[src/rtl/fseq_pkg.sv]
package fseq_pkg;

  localparam int ADDR_W         = 4;
  localparam int VOL_W          = 4;
  localparam int LEN_W          = 8;
  localparam int IDX_W          = 5;
  localparam int ADDR_CTRL_BASE = 0;
  localparam int ADDR_LEN_BASE  = 4;
  localparam int ADDR_ENABLE    = 8;
  localparam int ADDR_FRAME     = 9;

  // Strobes from the sequencer control to the channel datapath
  typedef struct packed {
    logic quarter;
    logic half;
  } seqTick_t;

  // Length reload value for a 5-bit index
  function automatic logic [LEN_W-1:0] lenLookup(input logic [IDX_W-1:0] idx);
    logic [LEN_W-1:0] val;
    if (idx[0]) begin
      val = (idx == 5'd1) ? 8'd254 : ({3'b000, idx} - 8'd1);
    end else begin
      case (idx[3:1])
        3'd5:    val = idx[4] ? 8'd72 : 8'd60;
        3'd6:    val = idx[4] ? 8'd16 : 8'd14;
        3'd7:    val = idx[4] ? 8'd32 : 8'd26;
        default: val = (idx[4] ? 8'd12 : 8'd10) << idx[3:1];
      endcase
    end
    return val;
  endfunction

endpackage

[src/rtl/fseq_ctrl.sv]
module fseq_ctrl
  import fseq_pkg::*;
#(
  parameter int DIV_INC   = 2,
  parameter int DIV_LIMIT = 14915
) (
  input  logic     clk,
  input  logic     rstN,
  input  logic     frameWr,
  input  logic     modeIn,
  input  logic     inhibitIn,
  input  logic     rdStb,
  input  logic     sampleIrqSet,
  output seqTick_t tick,
  output logic     frameFlag,
  output logic     sampleFlag
);

  localparam int ACC_W = $clog2(DIV_LIMIT + DIV_INC + 1);

  logic [ACC_W-1:0] acc;
  logic [ACC_W-1:0] accSum;
  logic             stepTick;
  logic             advance;
  logic [2:0]       stepCnt;
  logic [2:0]       lastStep;
  logic [2:0]       nextStep;
  logic             mode5;
  logic             inhibit;
  logic             frameSet;

  // Fractional divider
  always_comb begin
    accSum   = acc + ACC_W'(DIV_INC);
    stepTick = (accSum >= ACC_W'(DIV_LIMIT));
    advance  = stepTick && !frameWr;
  end

  // Sequence position
  always_comb begin
    lastStep = mode5 ? 3'd4 : 3'd3;
    nextStep = (stepCnt >= lastStep) ? 3'd0 : stepCnt + 3'd1;
  end

  always_ff @(posedge clk) begin
    if (!rstN) begin
      acc     <= '0;
      stepCnt <= '0;
      mode5   <= 1'b0;
      inhibit <= 1'b0;
    end else if (frameWr) begin
      acc     <= '0;
      stepCnt <= '0;
      mode5   <= modeIn;
      inhibit <= inhibitIn;
    end else if (stepTick) begin
      acc     <= accSum - ACC_W'(DIV_LIMIT);
      stepCnt <= nextStep;
    end else begin
      acc     <= accSum;
    end
  end

  // Strobe decode
  always_comb begin
    tick.quarter = advance && (nextStep < 3'd4);
    tick.half    = advance && ((nextStep & 3'd5) == 3'd1);
    frameSet     = advance && (nextStep == 3'd0) && !mode5 && !inhibit;
  end

  // Pending interrupt flags
  always_ff @(posedge clk) begin
    if (!rstN) begin
      frameFlag <= 1'b0;
    end else if (frameSet) begin
      frameFlag <= 1'b1;
    end else if (rdStb || (frameWr && inhibitIn)) begin
      frameFlag <= 1'b0;
    end
  end

  always_ff @(posedge clk) begin
    if (!rstN) begin
      sampleFlag <= 1'b0;
    end else if (sampleIrqSet) begin
      sampleFlag <= 1'b1;
    end else if (rdStb || (frameWr && inhibitIn)) begin
      sampleFlag <= 1'b0;
    end
  end


  acc_bound_chk: assert property (@(posedge clk) disable iff (!rstN)
    acc < ACC_W'(DIV_LIMIT));


  step_range_chk: assert property (@(posedge clk) disable iff (!rstN)
    (stepCnt <= 3'd4) && (mode5 || stepCnt < 3'd4));


  frame_flag_src_chk: assert property (@(posedge clk) disable iff (!rstN)
    $rose(frameFlag) |-> (!mode5 && !inhibit && stepCnt == 3'd0));


  rd_clear_chk: assert property (@(posedge clk) disable iff (!rstN)
    (rdStb && !sampleIrqSet) |=> !sampleFlag);

endmodule

[src/rtl/fseq_chan.sv]
module fseq_chan
  import fseq_pkg::*;
(
  input  logic             clk,
  input  logic             rstN,
  input  seqTick_t         tick,
  input  logic             enabled,
  input  logic             ctrlWr,
  input  logic             haltIn,
  input  logic [3:0]       rateIn,
  input  logic             lenWr,
  input  logic [IDX_W-1:0] lenIdx,
  output logic             lenNz,
  output logic [VOL_W-1:0] vol
);

  logic             haltLoop;
  logic [3:0]       rate;
  logic [3:0]       divCnt;
  logic [LEN_W-1:0] lenCnt;

  always_ff @(posedge clk) begin
    if (!rstN) begin
      haltLoop <= 1'b0;
      rate     <= '0;
    end else if (ctrlWr) begin
      haltLoop <= haltIn;
      rate     <= rateIn;
    end
  end

  // Length counter
  always_ff @(posedge clk) begin
    if (!rstN || !enabled) begin
      lenCnt <= '0;
    end else if (lenWr) begin
      lenCnt <= lenLookup(lenIdx);
    end else if (tick.half && lenCnt != '0 && !haltLoop) begin
      lenCnt <= lenCnt - 1'b1;
    end
  end

  // Envelope divider and volume
  always_ff @(posedge clk) begin
    if (!rstN) begin
      divCnt <= '0;
      vol    <= '0;
    end else if (lenWr) begin
      divCnt <= rate;
      vol    <= '1;
    end else if (tick.quarter) begin
      if (divCnt == '0) begin
        divCnt <= rate;
        if (vol != '0 || haltLoop) vol <= vol - 1'b1;
      end else begin
        divCnt <= divCnt - 1'b1;
      end
    end
  end

  assign lenNz = (lenCnt != '0);


  halt_hold_chk: assert property (@(posedge clk) disable iff (!rstN)
    ($past(enabled) && $past(haltLoop) && !$past(lenWr)) |-> (lenCnt == $past(lenCnt)));


  len_step_chk: assert property (@(posedge clk) disable iff (!rstN)
    ($past(enabled) && !$past(lenWr) && lenCnt != $past(lenCnt))
      |-> (lenCnt == LEN_W'($past(lenCnt) - 1'b1)));


  vol_change_chk: assert property (@(posedge clk) disable iff (!rstN)
    (vol != $past(vol)) |-> ($past(tick.quarter) || $past(lenWr)));


  dis_clear_chk: assert property (@(posedge clk) disable iff (!rstN)
    !$past(enabled) |-> !lenNz);

endmodule

[src/rtl/fseq_datapath.sv]
module fseq_datapath
  import fseq_pkg::*;
#(
  parameter int CH_CNT = 4
) (
  input  logic                    clk,
  input  logic                    rstN,
  input  seqTick_t                tick,
  input  logic                    wrEn,
  input  logic [ADDR_W-1:0]       wrAddr,
  input  logic [7:0]              wrData,
  output logic [CH_CNT-1:0]       lenNz,
  output logic [CH_CNT*VOL_W-1:0] volFlat
);

  logic [CH_CNT-1:0] enableReg;

  always_ff @(posedge clk) begin
    if (!rstN) begin
      enableReg <= '0;
    end else if (wrEn && wrAddr == ADDR_W'(ADDR_ENABLE)) begin
      enableReg <= wrData[CH_CNT-1:0];
    end
  end

  for (genvar g = 0; g < CH_CNT; g++) begin : gCh
    logic ctrlWr;
    logic lenWr;
    assign ctrlWr = wrEn && (wrAddr == ADDR_W'(ADDR_CTRL_BASE + g));
    assign lenWr  = wrEn && (wrAddr == ADDR_W'(ADDR_LEN_BASE + g));

    fseq_chan uChan (
      .clk     (clk),
      .rstN    (rstN),
      .tick    (tick),
      .enabled (enableReg[g]),
      .ctrlWr  (ctrlWr),
      .haltIn  (wrData[5]),
      .rateIn  (wrData[3:0]),
      .lenWr   (lenWr),
      .lenIdx  (wrData[7:3]),
      .lenNz   (lenNz[g]),
      .vol     (volFlat[g*VOL_W +: VOL_W])
    );
  end

endmodule

[src/rtl/frame_sequencer.sv]
module frame_sequencer
  import fseq_pkg::*;
#(
  parameter int DIV_INC   = 2,
  parameter int DIV_LIMIT = 14915,
  parameter int CH_CNT    = 4
) (
  input  logic                    clk,
  input  logic                    rstN,
  input  logic                    wrEn,
  input  logic [ADDR_W-1:0]       wrAddr,
  input  logic [7:0]              wrData,
  input  logic                    rdStb,
  input  logic                    sampleBusy,
  input  logic                    sampleIrqSet,
  output logic [7:0]              rdData,
  output logic [CH_CNT-1:0]       lenActive,
  output logic [CH_CNT*VOL_W-1:0] envVol,
  output logic                    irq
);

  seqTick_t tick;
  logic     frameWr;
  logic     frameFlag;
  logic     sampleFlag;

  assign frameWr = wrEn && (wrAddr == ADDR_W'(ADDR_FRAME));

  fseq_ctrl #(
    .DIV_INC   (DIV_INC),
    .DIV_LIMIT (DIV_LIMIT)
  ) uCtrl (
    .clk          (clk),
    .rstN         (rstN),
    .frameWr      (frameWr),
    .modeIn       (wrData[7]),
    .inhibitIn    (wrData[6]),
    .rdStb        (rdStb),
    .sampleIrqSet (sampleIrqSet),
    .tick         (tick),
    .frameFlag    (frameFlag),
    .sampleFlag   (sampleFlag)
  );

  fseq_datapath #(
    .CH_CNT (CH_CNT)
  ) uData (
    .clk     (clk),
    .rstN    (rstN),
    .tick    (tick),
    .wrEn    (wrEn),
    .wrAddr  (wrAddr),
    .wrData  (wrData),
    .lenNz   (lenActive),
    .volFlat (envVol)
  );

  always_comb begin
    rdData              = '0;
    rdData[CH_CNT-1:0]  = lenActive;
    rdData[4]           = sampleBusy;
    rdData[6]           = frameFlag;
    rdData[7]           = sampleFlag;
  end

  assign irq = frameFlag || sampleFlag;


  irq_src_chk: assert property (@(posedge clk) disable iff (!rstN)
    $rose(irq) |-> ($past(sampleIrqSet) || rdData[6]));

endmodule

[config.mk]
export PLATFORM = sky130hd
export DESIGN_NAME = frame_sequencer
export DESIGN_NICKNAME = d
export VERILOG_FILES = /design/src/rtl/fseq_pkg.sv /design/src/rtl/fseq_ctrl.sv /design/src/rtl/fseq_chan.sv /design/src/rtl/fseq_datapath.sv /design/src/rtl/frame_sequencer.sv
export SDC_FILE = /design/constraint.sdc
export NUM_CORES = 1
export LEC_CHECK = 0
export ABC_AREA = 1
export ABC_CLOCK_PERIOD_IN_PS = 2200
export BUFFER_PORTS_ARGS = -buffer_cell sky130_fd_sc_hd__clkbuf_2
export CAP_MARGIN = 20
export CORE_UTILIZATION = 60
export CTS_CLUSTER_SIZE = 20
export DETAILED_ROUTE_END_ITERATION = 10
export MAX_ROUTING_LAYER = met4
export PLACE_DENSITY = 0.82
export SLEW_MARGIN = 20
export SYNTH_ARGS = -nofsm -noshare
export SYNTH_HDL_FRONTEND = slang
export SYNTH_SLANG_ARGS = --single-unit
[constraint.sdc]
create_clock -name clk -period 2.2 [get_ports clk]
set_input_delay 0.44 -clock clk [delete_from_list [all_inputs] [get_ports clk]]
set_output_delay 0.44 -clock clk [all_outputs]
set_load 0.05 [all_outputs]
* Word-level counts from Yosys, hierarchy flattened
Cells that the tools add are included.
Operators by class: add/sub/neg operators 16, equal/unequal tests 14, order comparisons 3, shift-type cells 1, reductions and logical operators 84, multiplexer cells 49, bitwise gates (word level) 1
Operators by type and width (count):
- 2-to-1 mux 4 bit | 28
- 2-to-1 mux 8 bit | 10
- nonzero test 2 bit | 18
- nonzero test 8 bit | 4
- subtractor 4 x 1 -> 4 bit, second input constant | 8
- subtractor 8 x 1 -> 8 bit, second input constant | 4
- logical AND 1 bit | 25
- case mux 8 bit (3 select lines) | 1
- zero test 4 bit | 5
- equality test 4 x 3 -> 1 bit, second input constant | 4
- nonzero test 4 bit | 4
- adder 14 x 2 -> 14 bit, second input constant | 1
- >= comparator 14 bit, second input constant | 1
- 2-to-1 mux 14 bit | 1
- subtractor 14 bit, second input constant | 1
- zero test 1 bit | 12
- AND reduction 3 bit | 4
- logical OR 1 bit | 10
- equality test 3 bit, second input constant | 3
- 2-to-1 mux 3 bit | 3
- equality test 4 x 2 -> 1 bit, second input constant | 2
- equality test 4 bit, second input constant | 2
- left shift 4 x 3 -> 8 bit | 1
- 2-to-1 mux 7 bit | 1
- other kinds (13) | 15
Storage, ports and cells: input port bits 18, logic and storage cells 195, bits in registers 109

* Longest topological paths before layout
depth after elaboration 9, gate-level depth with buffers 17, depth with buffers taken out 17

* Modules after synthesis
A second synthesis with hierarchy kept.
Unflattened totals: cell total of the unflattened synthesis 1275, area, all modules 8008.9 µm²
By module, submodules not included:
- fseq_chan | times used 4, cells each 247, area each 1541.5 µm²
- fseq_ctrl | times used 1, cells each 225, area each 1463.9 µm²
- fseq_datapath | times used 1, cells each 47, area each 289.0 µm²
- frame_sequencer | times used 1, cells each 15, area each 90.1 µm²

* Least setup slack after synthesis
OpenSTA, ideal clock, no wires.
path kind register to register, from register uCtrl.acc[1], to register uData.gCh[3].uChan.lenCnt[2], data arrival time 1.922 ns, stages on the path, launching flop included 17, setup time 0.113 ns, slack 0.165 ns, path buffers 0, cell sequence dfxtp_1 ha_1 nand2_2 nor2_4 nand2_1 nand2_1 nand2_2 nor2_1 nand3_1 nand2_1 nand2_2 nand2_4 nand4_2 nand2_4 inv_2 nor2_1 nor2_1
On the way: longest elaborated chain between the ends 7
Ends and longest elaborated chain:
- start: declaration | line fseq_ctrl.sv:21 | logic [ACC_W-1:0] acc;
- start signal: assignment | line fseq_ctrl.sv:57 | acc <= accSum - ACC_W'(DIV_LIMIT);
- start signal: assignment | line fseq_ctrl.sv:60 | acc <= accSum;
- adder 14 x 2 -> 14 bit | line fseq_ctrl.sv:34 | accSum = acc + ACC_W'(DIV_INC);
- >= comparator 14 bit | line fseq_ctrl.sv:35 | stepTick = (accSum >= ACC_W'(DIV_LIMIT));
- logical AND 1 bit | line fseq_ctrl.sv:36 | advance = stepTick && !frameWr;
- logical AND 1 bit | line fseq_ctrl.sv:67 | tick.half = advance && ((nextStep & 3'd5) == 3'd1);
- logical AND 1 bit (2 in a row) | line fseq_chan.sv:38 | end else if (tick.half && lenCnt != '0 && !haltLoop) begin
- nonzero test 2 bit (no line)
- end signal: assignment | line fseq_chan.sv:37 | lenCnt <= lenLookup(lenIdx);
- end signal: assignment | line fseq_chan.sv:39 | lenCnt <= lenCnt - 1'b1;
- end: declaration | line fseq_chan.sv:20 | logic [LEN_W-1:0] lenCnt;
Every way passes these cells. A chain may end at the register's enable or synchronous reset.

* Worst setup path in the final report
from register uCtrl.acc[1], to register uData.gCh[2].uChan.vol[1]
On the way: longest elaborated chain between the ends 6
Ends and longest elaborated chain:
- adder 14 x 2 -> 14 bit | line fseq_ctrl.sv:34
- >= comparator 14 bit | line fseq_ctrl.sv:35
- logical AND 1 bit | line fseq_ctrl.sv:36
- logical AND 1 bit | line fseq_ctrl.sv:66 | tick.quarter = advance && (nextStep < 3'd4);
- nonzero test 2 bit (no line)
- AND reduction 3 bit (no line)
- end signal: assignment | line fseq_chan.sv:54 | if (vol != '0 || haltLoop) vol <= vol - 1'b1;
- end: declaration | line fseq_chan.sv:14 | output logic [VOL_W-1:0] vol
Every way passes these cells.

==> impl_results.md <==
- Sw power: 0.9849 mW
- CORE AREA: 0.01089 sq mm
- RD Place Congestion: ~0.93
- Via-per-instance ratio: 5.540
- CP max FO: 6
- Hold Buf Count CTS: 0
- Setup TNS Final: -0.02472 ns
- R2R cell count: 14
- Reg clk slew, reported paths: approximately 0.10 ns
- Worst R2R End: uData.gCh[2].uChan.vol[1]
- Final ANT Viol Nets: 0
- Max VDD drop: 0.3752 mV
- Kind of critical path: reg2reg
- Data arrival, critical path: 2.50 ns
- Die Height: about 110 microns
- Syn nets: ~1.1k
- FF+latch count, synth: 109
- Via count: 6897
- DRT Pass-1 Iters: 5
- Final Net Count: 1149
- DR WL/cell: 13.99 microns
- Fin. max-slew vios: 0
- Register area share after synthesis: 0.3241
- HPWL Detailed: around 12000 microns
- Worst setup margin: -0.01483 ns
- Max-slew headroom: 0.4307
- PD cells: 450.0 mW/mm^2
- Top FF cell, synth: dfxtp_1
- Final hold vios: 0
- Hold Path Class: in2reg
- Worst endpoint required time: about 2.5 ns
- Maximum clock path buffer count: 2
- FF-to-FF setup slack: -0.01 ns
- Antenna cells: 0
- WL final: 17420 microns
- I/O pin count: 47
- Synthesized area per cell: 6.556 sq um
- CTS tree: yes
- Starting DRT DRC Count: 483
- Share of cells above drive strength 1: 0.2127
- Vias in the first global route: between 5k and 6k
- Final Core Density: 0.7382
- RSZ-0062 raised after global routing: yes
- Placed cell count: 1221
- Clock root cell: clkbuf_8
- Reg2reg start: uCtrl.acc[1]
- Mapped Area: about 0.0067 sq mm
- Clock Latency Late Sink: 0.38 ns
- Seq pwr share: 0.558
- Synth area leaders: dfxtp_1 (32%), nand2_1 (11%), nor2_1 (9.7%)
- Area grow syn2layout: 19.38%
- CTS Sinks: 109
- Clock share of power: 0.319
- Hold wc startpoint: sampleIrqSet
- Largest area contributor in the netlist: dfxtp_1
- Gate power share: 0.123
- Finish-stage setup viols: 3
- Overflow left after global routing: 0
- Initial Utilization: 0.6184
- Net Sw Frac: 0.2723
- Number of I/O port buffers: 43
- DP Area: 0.007295 sq mm
- Worst setup SP type: flop
- Internal power: around 2.6 mW
- Synth Instances: 1027
- CTS H-Tree Depth: 3
- Hold EP: uCtrl.sampleFlag
- Total power: between 3 and 4 mW
- Die area: 0.01165 sq mm
- # DRC: 0
- Number of max-cap violations: 0
- Number of synthesized flops with an enable pin: 0
- Worst Setup End Kind: flop
- Initial antenna violation count: 0
- Global-route wire length before repair: roughly 27000 microns
- Max Clk Rate: 451.5 MHz
- Fin area: 0.008038 sq mm
- Tcrit/Tclk final: 1.007
- Failing checks: negative setup slack
- Final Skew: 0.01061 ns
- Share of the synthesized area in the top cell type: 0.3241
- Static leakage: about 3.5 nW
- Chip width: 107.9 microns
- Tot GR Track Use: 0.3016
- Total of warnings raised by yosys: 0
- Worst-Margin Slew: 0.8429 ns
- Final min period: roughly 2.2 ns
- Rows: 38
- Library cells used by synthesis: 45
- Hold depth: 3
- Num CTS Buffers: 9
- Dpl ws: -0.09232 ns
- Ys async rst share: 0
- Final Non-Filler Cells: ~1.2k
- Largest net degree at the start of global routing: 34
- Final hold slack: around 0.28 ns
- Status: finished with violations
==> worst max-delay path, stage by stage (launching register included) <==
cell and delay [ns]:
dfxtp_4 0.38, ha_4 0.17, nand2_4 0.05, nor2_4 0.18
nand4_1 0.14, nand2_1 0.14, nand2_1 0.09, nor2_2 0.15
nand2_4 0.09, nand2_8 0.12, nand2_8 0.13, nand2_8 0.16
nand2_8 0.09, o21ai_2 0.16, nor2_1 0.05
==> cells in the final DEF (no fill, tap or decap), types with 11 or more instances in the layout <==
cell type  Yosys  routed
xor2_1        20      19
nor2_2         4      16
o21ai_2        0      11
nand2_2       11      17
buf_6          1      11
nand2_1      206     188
clkbuf_2       0      37
o21ai_0      100      86
buf_4         14      41
nor2_1       174     160
inv_1        115     108
ha_1          31      30
dfxtp_1      109     103
clkbuf_8       0      11
nand3_1       50      40
a21oi_1       74      64
==> routing by layer <==
metal	GRT usage	routed length, microns	up-vias
met5	-	0	-
met4	0.1321	653	0
met3	0.04340	1032	54
met2	0.4780	8148	238
met1	0.3828	7583	3135
li1	-	-	3470
==> logic make-up (layout without fill, tap and decap cells) <==
kind of cell / count (synthesis) / in the layout / share of synthesized area
AND/OR/NAND/NOR: 496 / 498 / 0.3213
AO/OA/AOI/OAI: 204 / 204 / 0.1634
buffers and inverters: 159 / 235 / 0.09794
flip-flops: 109 / 109 / 0.3241
adder cells (fa/ha/maj): 31 / 31 / 0.05761
XOR/XNOR: 27 / 27 / 0.03512
other: 1 / 1 / 0.0005570
==> worst max-delay path by stage <==
| stage | slack, ns | from | end | cells past startpoint |
|---|---|---|---|---|
| floorplan | 0.16 | uCtrl.acc[1] | uData.gCh[3].uChan.lenCnt[2] | 16 |
| global placement | -0.01 | uCtrl.acc[1] | uData.gCh[2].uChan.vol[0] | 16 |
| detailed placement | -0.09 | uCtrl.acc[1] | uData.gCh[2].uChan.vol[1] | 16 |
| CTS | 0.003 | uCtrl.acc[1] | uData.gCh[3].uChan.divCnt[0] | 15 |
| global route | -0.13 | uCtrl.acc[1] | uData.gCh[1].uChan.vol[1] | 16 |
| finish | -0.01 | uCtrl.acc[1] | uData.gCh[2].uChan.vol[1] | 14 |
==> power by group through the flow <==
| stage | Sequential [mW] | Combinational, mW | Clock (mW) |
|---|---|---|---|
| 2_1_floorplan | 2.06 | 0.256 | 0 |
| 3_3_place_gp | 2.06 | 0.388 | 0 |
| 3_5_place_dp | 2.06 | 0.395 | 0 |
| 4_1_cts | 2.02 | 0.401 | 1.18 |
| 5_1_grt | 2.02 | 0.491 | 1.26 |
| 6_report | 2.02 | 0.445 | 1.16 |
==> cell type report <==
class                      count  area (sq um)
clock buffer                  13         158.9
clock inverter                 3         18.77
fill                         867          2850
inverter                     122         465.4
multi-input combinational    761          4343
sequential                   109          2195
tap                          140         175.2
timing repair buffer          97         681.9
==> state kept, by name, indices dropped and copies added (netlist names) <==
register,count
uData.gCh.uChan.rate,16
uCtrl.mode5,1
uCtrl.stepCnt,3
uCtrl.frameFlag,1
uData.gCh.uChan.haltLoop,4
uData.gCh.uChan.vol,16
uData.gCh.uChan.divCnt,16
uCtrl.acc,14
uData.gCh.uChan.lenCnt,32
uData.enableReg,4
uCtrl.sampleFlag,1
uCtrl.inhibit,1
==> Yosys cell counts (2+ instances only) <==
| master | count |
|---|---|
| nor3b_1 | 2 |
| nor2_2 | 4 |
| or2_2 | 7 |
| o21a_1 | 3 |
| nor2_1 | 174 |
| nand4_2 | 2 |
| clkinv_1 | 3 |
| inv_1 | 115 |
| nand2_2 | 11 |
| nor3_1 | 11 |
| xnor2_1 | 7 |
| buf_2 | 2 |
| nor4_1 | 7 |
| nand3_1 | 50 |
| o221ai_1 | 2 |
| nand4_1 | 6 |
| buf_4 | 14 |
| o21bai_1 | 2 |
| dfxtp_1 | 109 |
| o22ai_1 | 3 |
| a311oi_1 | 2 |
| a41oi_1 | 4 |
| a31oi_1 | 7 |
| clkbuf_1 | 19 |
| inv_2 | 4 |
| o21ai_0 | 100 |
| xor2_1 | 20 |
| a21oi_1 | 74 |
| ha_1 | 31 |
| nand4_4 | 2 |
| o211ai_1 | 2 |
| nand2_1 | 206 |
| nand3b_1 | 6 |
| nor2_4 | 2 |
| nand2_4 | 4 |
==> what timing repair did <==
item | in CTS | in global routing
cloned | 0 | 4
gates resized for setup | 12 | 140
buffers inserted | 0 | 4
pin swaps | 1 | 30
setup endpoints to repair | 43 | 83
Note: power is estimated with default switching activity, not from simulation.
